--- config.mk ---
export PLATFORM = sky130hd
export DESIGN_NAME = idle_lock_descrambler
export DESIGN_NICKNAME = d
export VERILOG_FILES = /design/src/rtl/dsc_pkg.sv /design/src/rtl/dsc_key.sv /design/src/rtl/dsc_sync.sv /design/src/rtl/dsc_group.sv /design/src/rtl/idle_lock_descrambler.sv
export SDC_FILE = /design/constraint.sdc
export NUM_CORES = 1
export LEC_CHECK = 0
export BUFFER_PORTS_ARGS = -buffer_cell sky130_fd_sc_hd__buf_2
export CORE_ASPECT_RATIO = 1.4
export CORE_MARGIN = 4
export CORE_UTILIZATION = 54
export DETAILED_ROUTE_END_ITERATION = 8
export PLACE_DENSITY = 0.79
export SLEW_MARGIN = 20
export SYNTH_ARGS = -nofsm -noshare
export SYNTH_HDL_FRONTEND = slang
export SYNTH_HIERARCHICAL = 1
export SYNTH_SLANG_ARGS = --single-unit
--- constraint.sdc ---
create_clock -name clk -period 2.6 [get_ports clk]
set_input_delay 0.26 -clock clk [delete_from_list [all_inputs] [get_ports clk]]
set_output_delay 0.26 -clock clk [all_outputs]
set_load 0.01 [all_outputs]
--- src/rtl/dsc_pkg.sv ---
package dsc_pkg;
  typedef enum logic {
    SYNC_ACQ  = 1'b0,
    SYNC_LOCK = 1'b1
  } sync_state_e;
endpackage

--- src/rtl/dsc_key.sv ---
// Key register: learns from idle while unlocked, then runs free as an LFSR.
module dsc_key #(
  parameter int KEY_W  = 11,
  parameter int TAP_HI = 10,
  parameter int TAP_LO = 8
) (
  input  logic clk,
  input  logic rst,
  input  logic vld,
  input  logic rx_bit,
  input  logic lock_q,
  output logic plain
);
  logic [KEY_W-1:0] key;
  logic             ks;

  assign ks    = key[TAP_HI] ^ key[TAP_LO];
  assign plain = rx_bit ^ ks;

  always_ff @(posedge clk) begin
    if (rst) begin
      key <= '0;
    end else if (vld) begin
      // locked: free-running generator; unlocked: idle implies keystream = ~rx
      key <= {key[KEY_W-2:0], lock_q ? ks : ~rx_bit};
    end
  end
endmodule

--- src/rtl/dsc_sync.sv ---
// Acquisition counter, lock state, idle-run detector and watchdog.
module dsc_sync
  import dsc_pkg::*;
#(
  parameter int LOCK_RUN  = 30,
  parameter int IDLE_RUN  = 10,
  parameter int WDOG_BITS = 32000
) (
  input  logic clk,
  input  logic rst,
  input  logic vld,
  input  logic plain,
  output logic lock_q,
  output logic abort_q,
  output logic aligned_q,
  output logic first_hit,
  output logic drop
);
  localparam int AW = $clog2(LOCK_RUN + 1);
  localparam int RW = $clog2(IDLE_RUN + 1);
  localparam int WW = $clog2(WDOG_BITS + 1);
  localparam logic [AW-1:0] ACQ_LAST = AW'(LOCK_RUN - 1);
  localparam logic [RW-1:0] RUN_LAST = RW'(IDLE_RUN - 1);
  localparam logic [WW-1:0] WD_LAST  = WW'(WDOG_BITS - 1);

  sync_state_e   state;
  logic [AW-1:0] acq_cnt;
  logic [RW-1:0] run_cnt;
  logic [WW-1:0] wd_cnt;
  logic          idle_hit;
  logic          in_lock;

  assign in_lock   = (state == SYNC_LOCK);
  assign lock_q    = in_lock;
  assign idle_hit  = vld && in_lock && plain && (run_cnt == RUN_LAST);
  assign drop      = vld && in_lock && !idle_hit && (wd_cnt == WD_LAST);
  assign first_hit = idle_hit && !aligned_q;

  always_ff @(posedge clk) begin
    if (rst) begin
      state     <= SYNC_ACQ;
      acq_cnt   <= '0;
      run_cnt   <= '0;
      wd_cnt    <= '0;
      aligned_q <= 1'b0;
      abort_q   <= 1'b0;
    end else begin
      abort_q <= 1'b0;
      if (vld) begin
        if (!in_lock) begin
          if (plain) begin
            if (acq_cnt == ACQ_LAST) begin
              state     <= SYNC_LOCK;
              acq_cnt   <= '0;
              run_cnt   <= '0;
              wd_cnt    <= '0;
              aligned_q <= 1'b0;
            end else begin
              acq_cnt <= acq_cnt + 1'b1;
            end
          end else begin
            acq_cnt <= '0;
          end
        end else if (drop) begin
          state     <= SYNC_ACQ;
          abort_q   <= 1'b1;
          aligned_q <= 1'b0;
          run_cnt   <= '0;
          acq_cnt   <= '0;
          wd_cnt    <= '0;
        end else begin
          if (!plain)                  run_cnt <= '0;
          else if (run_cnt != RUN_LAST) run_cnt <= run_cnt + 1'b1;
          wd_cnt <= idle_hit ? '0 : wd_cnt + 1'b1;
          if (first_hit) aligned_q <= 1'b1;
        end
      end
    end
  end

  AST_ABORT_ONE_CYCLE: assert property (@(posedge clk) disable iff (rst)
    abort_q |=> !abort_q);
  AST_ABORT_WITH_LOSS: assert property (@(posedge clk) disable iff (rst)
    abort_q |-> (!lock_q && $past(lock_q)));
  AST_LOCK_ON_VALID: assert property (@(posedge clk) disable iff (rst)
    $rose(lock_q) |-> $past(vld));
endmodule

--- src/rtl/dsc_group.sv ---
// Serial-to-parallel framer with a realignable group counter.
module dsc_group #(
  parameter int GRP_W = 5
) (
  input  logic             clk,
  input  logic             rst,
  input  logic             vld,
  input  logic             plain,
  input  logic             enable,
  input  logic             realign,
  output logic [GRP_W-1:0] grp_data,
  output logic             grp_vld
);
  localparam int CW = $clog2(GRP_W);
  localparam logic [CW-1:0] CNT_LAST = CW'(GRP_W - 1);

  logic [CW-1:0]    cnt;
  logic [GRP_W-2:0] shreg;

  always_ff @(posedge clk) begin
    if (rst) begin
      cnt      <= '0;
      shreg    <= '0;
      grp_data <= '0;
      grp_vld  <= 1'b0;
    end else begin
      grp_vld <= 1'b0;
      if (vld) begin
        if (realign) begin
          cnt <= '0;
        end else if (enable) begin
          shreg <= {shreg[GRP_W-3:0], plain};
          if (cnt == CNT_LAST) begin
            grp_data <= {shreg, plain};
            grp_vld  <= 1'b1;
            cnt      <= '0;
          end else begin
            cnt <= cnt + 1'b1;
          end
        end
      end
    end
  end

  AST_GROUP_SPACING: assert property (@(posedge clk) disable iff (rst)
    grp_vld |=> !grp_vld);
endmodule

--- src/rtl/idle_lock_descrambler.sv ---
module idle_lock_descrambler #(
  parameter int KEY_W         = 11,
  parameter int TAP_HI        = 10,
  parameter int TAP_LO        = 8,
  parameter int LOCK_RUN      = 30,
  parameter int IDLE_RUN      = 10,
  parameter int WDOG_BYTES    = 4000,
  parameter int BITS_PER_BYTE = 8,
  parameter int GRP_W         = 5
) (
  input  logic             clk,
  input  logic             rst,
  input  logic             rx_bit,
  input  logic             rx_vld,
  output logic [GRP_W-1:0] grp_data,
  output logic             grp_vld,
  output logic             locked,
  output logic             rx_abort
);
  localparam int WDOG_BITS = WDOG_BYTES * BITS_PER_BYTE;

  logic plain;
  logic lock_q;
  logic aligned_q;
  logic first_hit;
  logic drop;
  logic grp_en;

  dsc_key #(
    .KEY_W (KEY_W),
    .TAP_HI(TAP_HI),
    .TAP_LO(TAP_LO)
  ) u_key (
    .clk   (clk),
    .rst   (rst),
    .vld   (rx_vld),
    .rx_bit(rx_bit),
    .lock_q(lock_q),
    .plain (plain)
  );

  dsc_sync #(
    .LOCK_RUN (LOCK_RUN),
    .IDLE_RUN (IDLE_RUN),
    .WDOG_BITS(WDOG_BITS)
  ) u_sync (
    .clk      (clk),
    .rst      (rst),
    .vld      (rx_vld),
    .plain    (plain),
    .lock_q   (lock_q),
    .abort_q  (rx_abort),
    .aligned_q(aligned_q),
    .first_hit(first_hit),
    .drop     (drop)
  );

  assign grp_en = lock_q && aligned_q && !drop;

  dsc_group #(
    .GRP_W(GRP_W)
  ) u_group (
    .clk     (clk),
    .rst     (rst),
    .vld     (rx_vld),
    .plain   (plain),
    .enable  (grp_en),
    .realign (first_hit),
    .grp_data(grp_data),
    .grp_vld (grp_vld)
  );

  assign locked = lock_q;

  AST_GROUP_NEEDS_LOCK: assert property (@(posedge clk) disable iff (rst)
    grp_vld |-> locked);
endmodule

==> metrics.txt <==
# TYPE chip_impl_metric gauge
chip_impl_metric{name="die_y",unit="um"} 88.4
chip_impl_metric{name="synth-seq-cells",unit=""} 51
chip_impl_metric{name="dpl-instance-area",unit="sq um"} 2600
chip_impl_metric{name="dp_hpwl",unit="mm"} 3.32
chip_impl_metric{name="groute.usage.overall",unit="%"} 17.7
chip_impl_metric{name="final_core_util",unit="%"} 60.1
chip_impl_metric{name="post_layout_nonfiller_instances",unit=""} 359
chip_impl_info{name="rr_startpoint",value="u_key/key[10]$_SDFFE_PP0P_"} 1
chip_impl_metric{name="post_cts_resize_count",unit=""} 0
chip_impl_metric{name="synth.avg_cell_area",unit="sq um"} 8.72
chip_impl_metric{name="area.growth.synth_to_final",unit="%"} 8.38
chip_impl_info{name="netlist_top_cells_area",value="sky130_fd_sc_hd__dfxtp_1, sky130_fd_sc_hd__mux2i_1, sky130_fd_sc_hd__nor2_1"} 1
chip_impl_metric{name="row_count",unit=""} 29
chip_impl_info{name="startpoint_type",value="register"} 1
chip_impl_metric{name="fillers",unit=""} 413
chip_impl_metric{name="initial_drc_count",unit=""} 221
chip_impl_info{name="status",value="completed"} 1
chip_impl_metric{name="final_max_slew_viol_count",unit=""} 0
chip_impl_metric{name="clock_skew",unit="ns"} 0.00682
chip_impl_metric{name="remaining_drc_errors",unit=""} 0
chip_impl_info{name="tritoncts",value="done"} 1
chip_impl_metric{name="power_density",unit="nW/um^2"} 507
chip_impl_metric{name="top_level_ports",unit=""} 12
chip_impl_metric{name="num-nets-final",unit=""} 308
chip_impl_info{name="endpoint_kind",value="register"} 1
chip_impl_metric{name="setup_viol_count_final",unit=""} 0
chip_impl_metric{name="timing.fmax",unit="MHz"} 426
chip_impl_metric{name="clock_sinks",unit=""} 51
chip_impl_info{name="grt_most_used_layer",value="met2"} 1
chip_impl_metric{name="h_tree_depth",unit=""} 2
chip_impl_metric{name="min_period_over_period",unit="%"} 90.4
chip_impl_metric{name="route.final.wire_length",unit="mm"} 4.78
chip_impl_metric{name="crit_required",unit="ns"} 2.83
chip_impl_info{name="crit_type",value="register to register"} 1
chip_impl_metric{name="fin_setup_tns",unit="ns"} 0
chip_impl_metric{name="timing.final.hold_violations",unit=""} 0
chip_impl_metric{name="num_antenna_cells",unit=""} 0
chip_impl_metric{name="drive_above_1_share",unit="%"} 10.1
chip_impl_metric{name="wire_per_inst",unit="um"} 13.3
chip_impl_metric{name="synth_sequential_area_ratio",unit="%"} 40.9
chip_impl_metric{name="worst_slew_margin_rel",unit="%"} 51.9
chip_impl_metric{name="ff2ff_setup_slack",unit="ns"} 0.25
chip_impl_metric{name="globalRouteMet2Util",unit="%"} 31.2
chip_impl_info{name="hold_path_startpoint",value="rx_bit"} 1
chip_impl_metric{name="port_buffers",unit=""} 11
chip_impl_info{name="setup_repair_after_global_routing_missed_its_margin",value="no"} 1
chip_impl_metric{name="mappedNetlistNets",unit=""} 297
chip_impl_metric{name="globalRouteOverflowTotal",unit=""} 0
chip_impl_metric{name="asyncSetResetFlopFracSynth",unit="%"} 0
chip_impl_metric{name="synth_largest_type_area_fraction",unit="%"} 40.9
chip_impl_metric{name="gp_routability_congestion",unit=""} 0.831
chip_impl_metric{name="clkTransAtPathRegs",unit="ns"} 0.09
chip_impl_metric{name="worst_pin_slew",unit="ns"} 0.722
chip_impl_metric{name="max-clock-path-buffers",unit=""} 2
chip_impl_metric{name="max-vdd-ir-drop",unit="mV"} 0.386
chip_impl_metric{name="grt_use_met3",unit="%"} 3.05
chip_impl_metric{name="initial_core_util",unit="%"} 55.4
chip_impl_metric{name="yosys_warnings",unit=""} 6
chip_impl_metric{name="detail_route.vias_per_cell",unit=""} 5.86
chip_impl_metric{name="worst_skew_pair.late_latency",unit="ns"} 0.29
chip_impl_metric{name="via_count",unit=""} 2105
chip_impl_metric{name="timing.critical_path.fanout_max",unit=""} 8
chip_impl_metric{name="grt_antenna_before_repair",unit=""} 0
chip_impl_metric{name="grt_first_pass_wirelength",unit="mm"} 8.26
chip_impl_info{name="synth_top_flop_cell",value="sky130_fd_sc_hd__dfxtp_1"} 1
chip_impl_metric{name="largest_net_degree_at_the_start_of_global_routing",unit=""} 49
chip_impl_metric{name="dp.cells",unit=""} 352
chip_impl_info{name="setup.worst_path.start",value="u_key/key[10]$_SDFFE_PP0P_"} 1
chip_impl_metric{name="ys_types",unit=""} 47
chip_impl_metric{name="final_cell_area",unit="sq um"} 2700
chip_impl_metric{name="numCtsBuffers",unit=""} 5
chip_impl_metric{name="core-area",unit="sq um"} 4500
chip_impl_metric{name="finalWorstPathRequiredPeriod",unit="ns"} 2.35
chip_impl_metric{name="post_synth_inst_count",unit=""} 286
chip_impl_info{name="hp-class",value="primary input to register"} 1
chip_impl_metric{name="die_w",unit="um"} 65.4
chip_impl_metric{name="netlist_area",unit="sq um"} 2490
chip_impl_metric{name="drt-pass1-iter-count",unit=""} 5
chip_impl_info{name="post-synth-top-area-cell",value="sky130_fd_sc_hd__dfxtp_1"} 1
chip_impl_metric{name="ant_nets",unit=""} 0
chip_impl_metric{name="post-cts-setup-buffers",unit=""} 0
chip_impl_metric{name="ctsHoldBuffers",unit=""} 0
chip_impl_metric{name="cellLeakagePower",unit="nW"} 0.949
chip_impl_info{name="root_buffer",value="sky130_fd_sc_hd__clkbuf_8"} 1
chip_impl_metric{name="max_cap_violations",unit=""} 0
chip_impl_metric{name="cp_data_arrival_time",unit="ns"} 2.58
chip_impl_metric{name="synth-edff-count",unit=""} 0
chip_impl_metric{name="met1_usage",unit="%"} 20.6
chip_impl_metric{name="vias_in_the_first_global_route",unit=""} 1969
chip_impl_metric{name="die_outline_area",unit="sq um"} 5780
==> Yosys cell counts (4+ instances only) <==
cell type,number
sky130_fd_sc_hd__nor2b_1,4
sky130_fd_sc_hd__a21oi_1,14
sky130_fd_sc_hd__nand3_1,20
sky130_fd_sc_hd__inv_1,6
sky130_fd_sc_hd__nand4_1,4
sky130_fd_sc_hd__a31oi_1,6
sky130_fd_sc_hd__nand2_1,21
sky130_fd_sc_hd__or3_1,10
sky130_fd_sc_hd__ha_1,7
sky130_fd_sc_hd__o21ai_0,5
sky130_fd_sc_hd__nand2b_1,14
sky130_fd_sc_hd__clkbuf_1,9
sky130_fd_sc_hd__mux2i_1,20
sky130_fd_sc_hd__a311oi_1,4
sky130_fd_sc_hd__dfxtp_1,51
sky130_fd_sc_hd__nor3_1,4
sky130_fd_sc_hd__xnor2_1,4
sky130_fd_sc_hd__nor2_1,35
==> metrics by stage <==
stage | total power [mW] | worst slack [ns] | hold slack [ns]
finish | 1.37 | 0.250 | 0.301
detailed placement | 0.858 | 0.281 | 0.457
global placement | 0.858 | 0.365 | 0.456
CTS | 1.39 | 0.249 | 0.296
global route | 1.41 | 0.0786 | 0.333
floorplan | 0.843 | 0.204 | 0.421
==> layout make-up <==
| cell class | count | area (sq um) | area share [%] |
|---|---|---|---|
| clock buffer | 5 | 68.8 | 2.55 |
| clock inverter | 2 | 37.5 | 1.39 |
| inverter | 6 | 22.5 | 0.833 |
| multi-input combinational | 216 | 1380 | 50.9 |
| sequential | 51 | 1020 | 37.8 |
| tap | 62 | 77.6 | 2.87 |
| timing repair buffer | 17 | 100 | 3.70 |
==> per-layer routing <==
metal  share of wire [%]  vias to the layer above
met4                 2.5                        0
met1                  45                      995
li1                    -                     1048
met5                   0                        -
met2                  49                       48
met3                 3.6                       14
==> path summary, 6_finish.rpt <==
kind	end	depth (start not counted)
setup / recovery	u_group/grp_data[3]$_SDFFE_PP0P_	9
hold / removal	u_key/key[0]$_SDFFE_PP0P_	3
setup reg to reg	u_group/grp_data[3]$_SDFFE_PP0P_	9
hold reg to reg	u_group/grp_data[4]$_SDFFE_PP0P_	2
==> cell families after synthesis <==
kind of cell / after synthesis / synth area share, %
adder cells (fa/ha/maj): 7 / 3.51
multiplexers: 21 / 8.48
AO/OA/AOI/OAI: 43 / 11.2
buffers and inverters: 19 / 3.91
XOR/XNOR: 4 / 1.40
AND/OR/NAND/NOR: 141 / 30.6
flip-flops: 51 / 40.9
==> report_power, final <==
group          leakage (nW)  switching [mW]  internal (mW)
sequential            0.411         0.00248          0.783
clock                0.0502           0.250          0.281
combinational         0.488          0.0342         0.0198
==> cell usage in the layout, fill, tap and decap left out, types with 2 or more instances in the layout <==
master	synthesis	final
sky130_fd_sc_hd__a211oi_1	2	2
sky130_fd_sc_hd__a21oi_1	14	14
sky130_fd_sc_hd__a22oi_1	2	2
sky130_fd_sc_hd__a311oi_1	4	4
sky130_fd_sc_hd__a31oi_1	6	6
sky130_fd_sc_hd__and2_1	3	3
sky130_fd_sc_hd__and3_1	3	3
sky130_fd_sc_hd__and3_2	2	2
sky130_fd_sc_hd__and3b_1	2	2
sky130_fd_sc_hd__and4_1	3	3
sky130_fd_sc_hd__buf_2	0	11
sky130_fd_sc_hd__buf_4	1	6
sky130_fd_sc_hd__clkbuf_8	0	5
sky130_fd_sc_hd__dfxtp_1	51	51
sky130_fd_sc_hd__ha_1	7	7
sky130_fd_sc_hd__inv_1	6	6
sky130_fd_sc_hd__mux2i_1	20	20
sky130_fd_sc_hd__nand2_1	21	21
sky130_fd_sc_hd__nand2b_1	14	14
sky130_fd_sc_hd__nand3_1	20	20
sky130_fd_sc_hd__nand3b_1	2	2
sky130_fd_sc_hd__nand4_1	4	4
sky130_fd_sc_hd__nand4b_1	2	2
sky130_fd_sc_hd__nor2_1	35	35
sky130_fd_sc_hd__nor2b_1	4	4
sky130_fd_sc_hd__nor3_1	4	4
sky130_fd_sc_hd__nor4_1	3	3
sky130_fd_sc_hd__nor4b_1	2	2
sky130_fd_sc_hd__o211ai_1	2	2
sky130_fd_sc_hd__o21ai_0	5	5
sky130_fd_sc_hd__o221ai_1	2	2
sky130_fd_sc_hd__or3_1	10	10
sky130_fd_sc_hd__xnor2_1	4	4
==> critical path: stages, from the launching register on <==
cell and delay, ns:
sky130_fd_sc_hd__dfxtp_1 0.33, sky130_fd_sc_hd__xnor2_1 0.23, sky130_fd_sc_hd__xnor2_1 0.17, sky130_fd_sc_hd__nand4b_1 0.23, sky130_fd_sc_hd__nand2_1 0.16, sky130_fd_sc_hd__nor3_1 0.06
sky130_fd_sc_hd__and3b_1 0.24, sky130_fd_sc_hd__and3b_1 0.38, sky130_fd_sc_hd__and3_4 0.30, sky130_fd_sc_hd__mux2i_1 0.19
==> sequential cells by signal, summed over array words and instances (netlist names), 3 cells and up <==
register and flops:
u_sync/wd_cnt 15, u_group/grp_data 5, u_sync/acq_cnt 5, u_key/key 11, u_group/cnt 3, u_group/shreg 4, u_sync/run_cnt 4
Note: power is estimated with default switching activity, not from simulation.
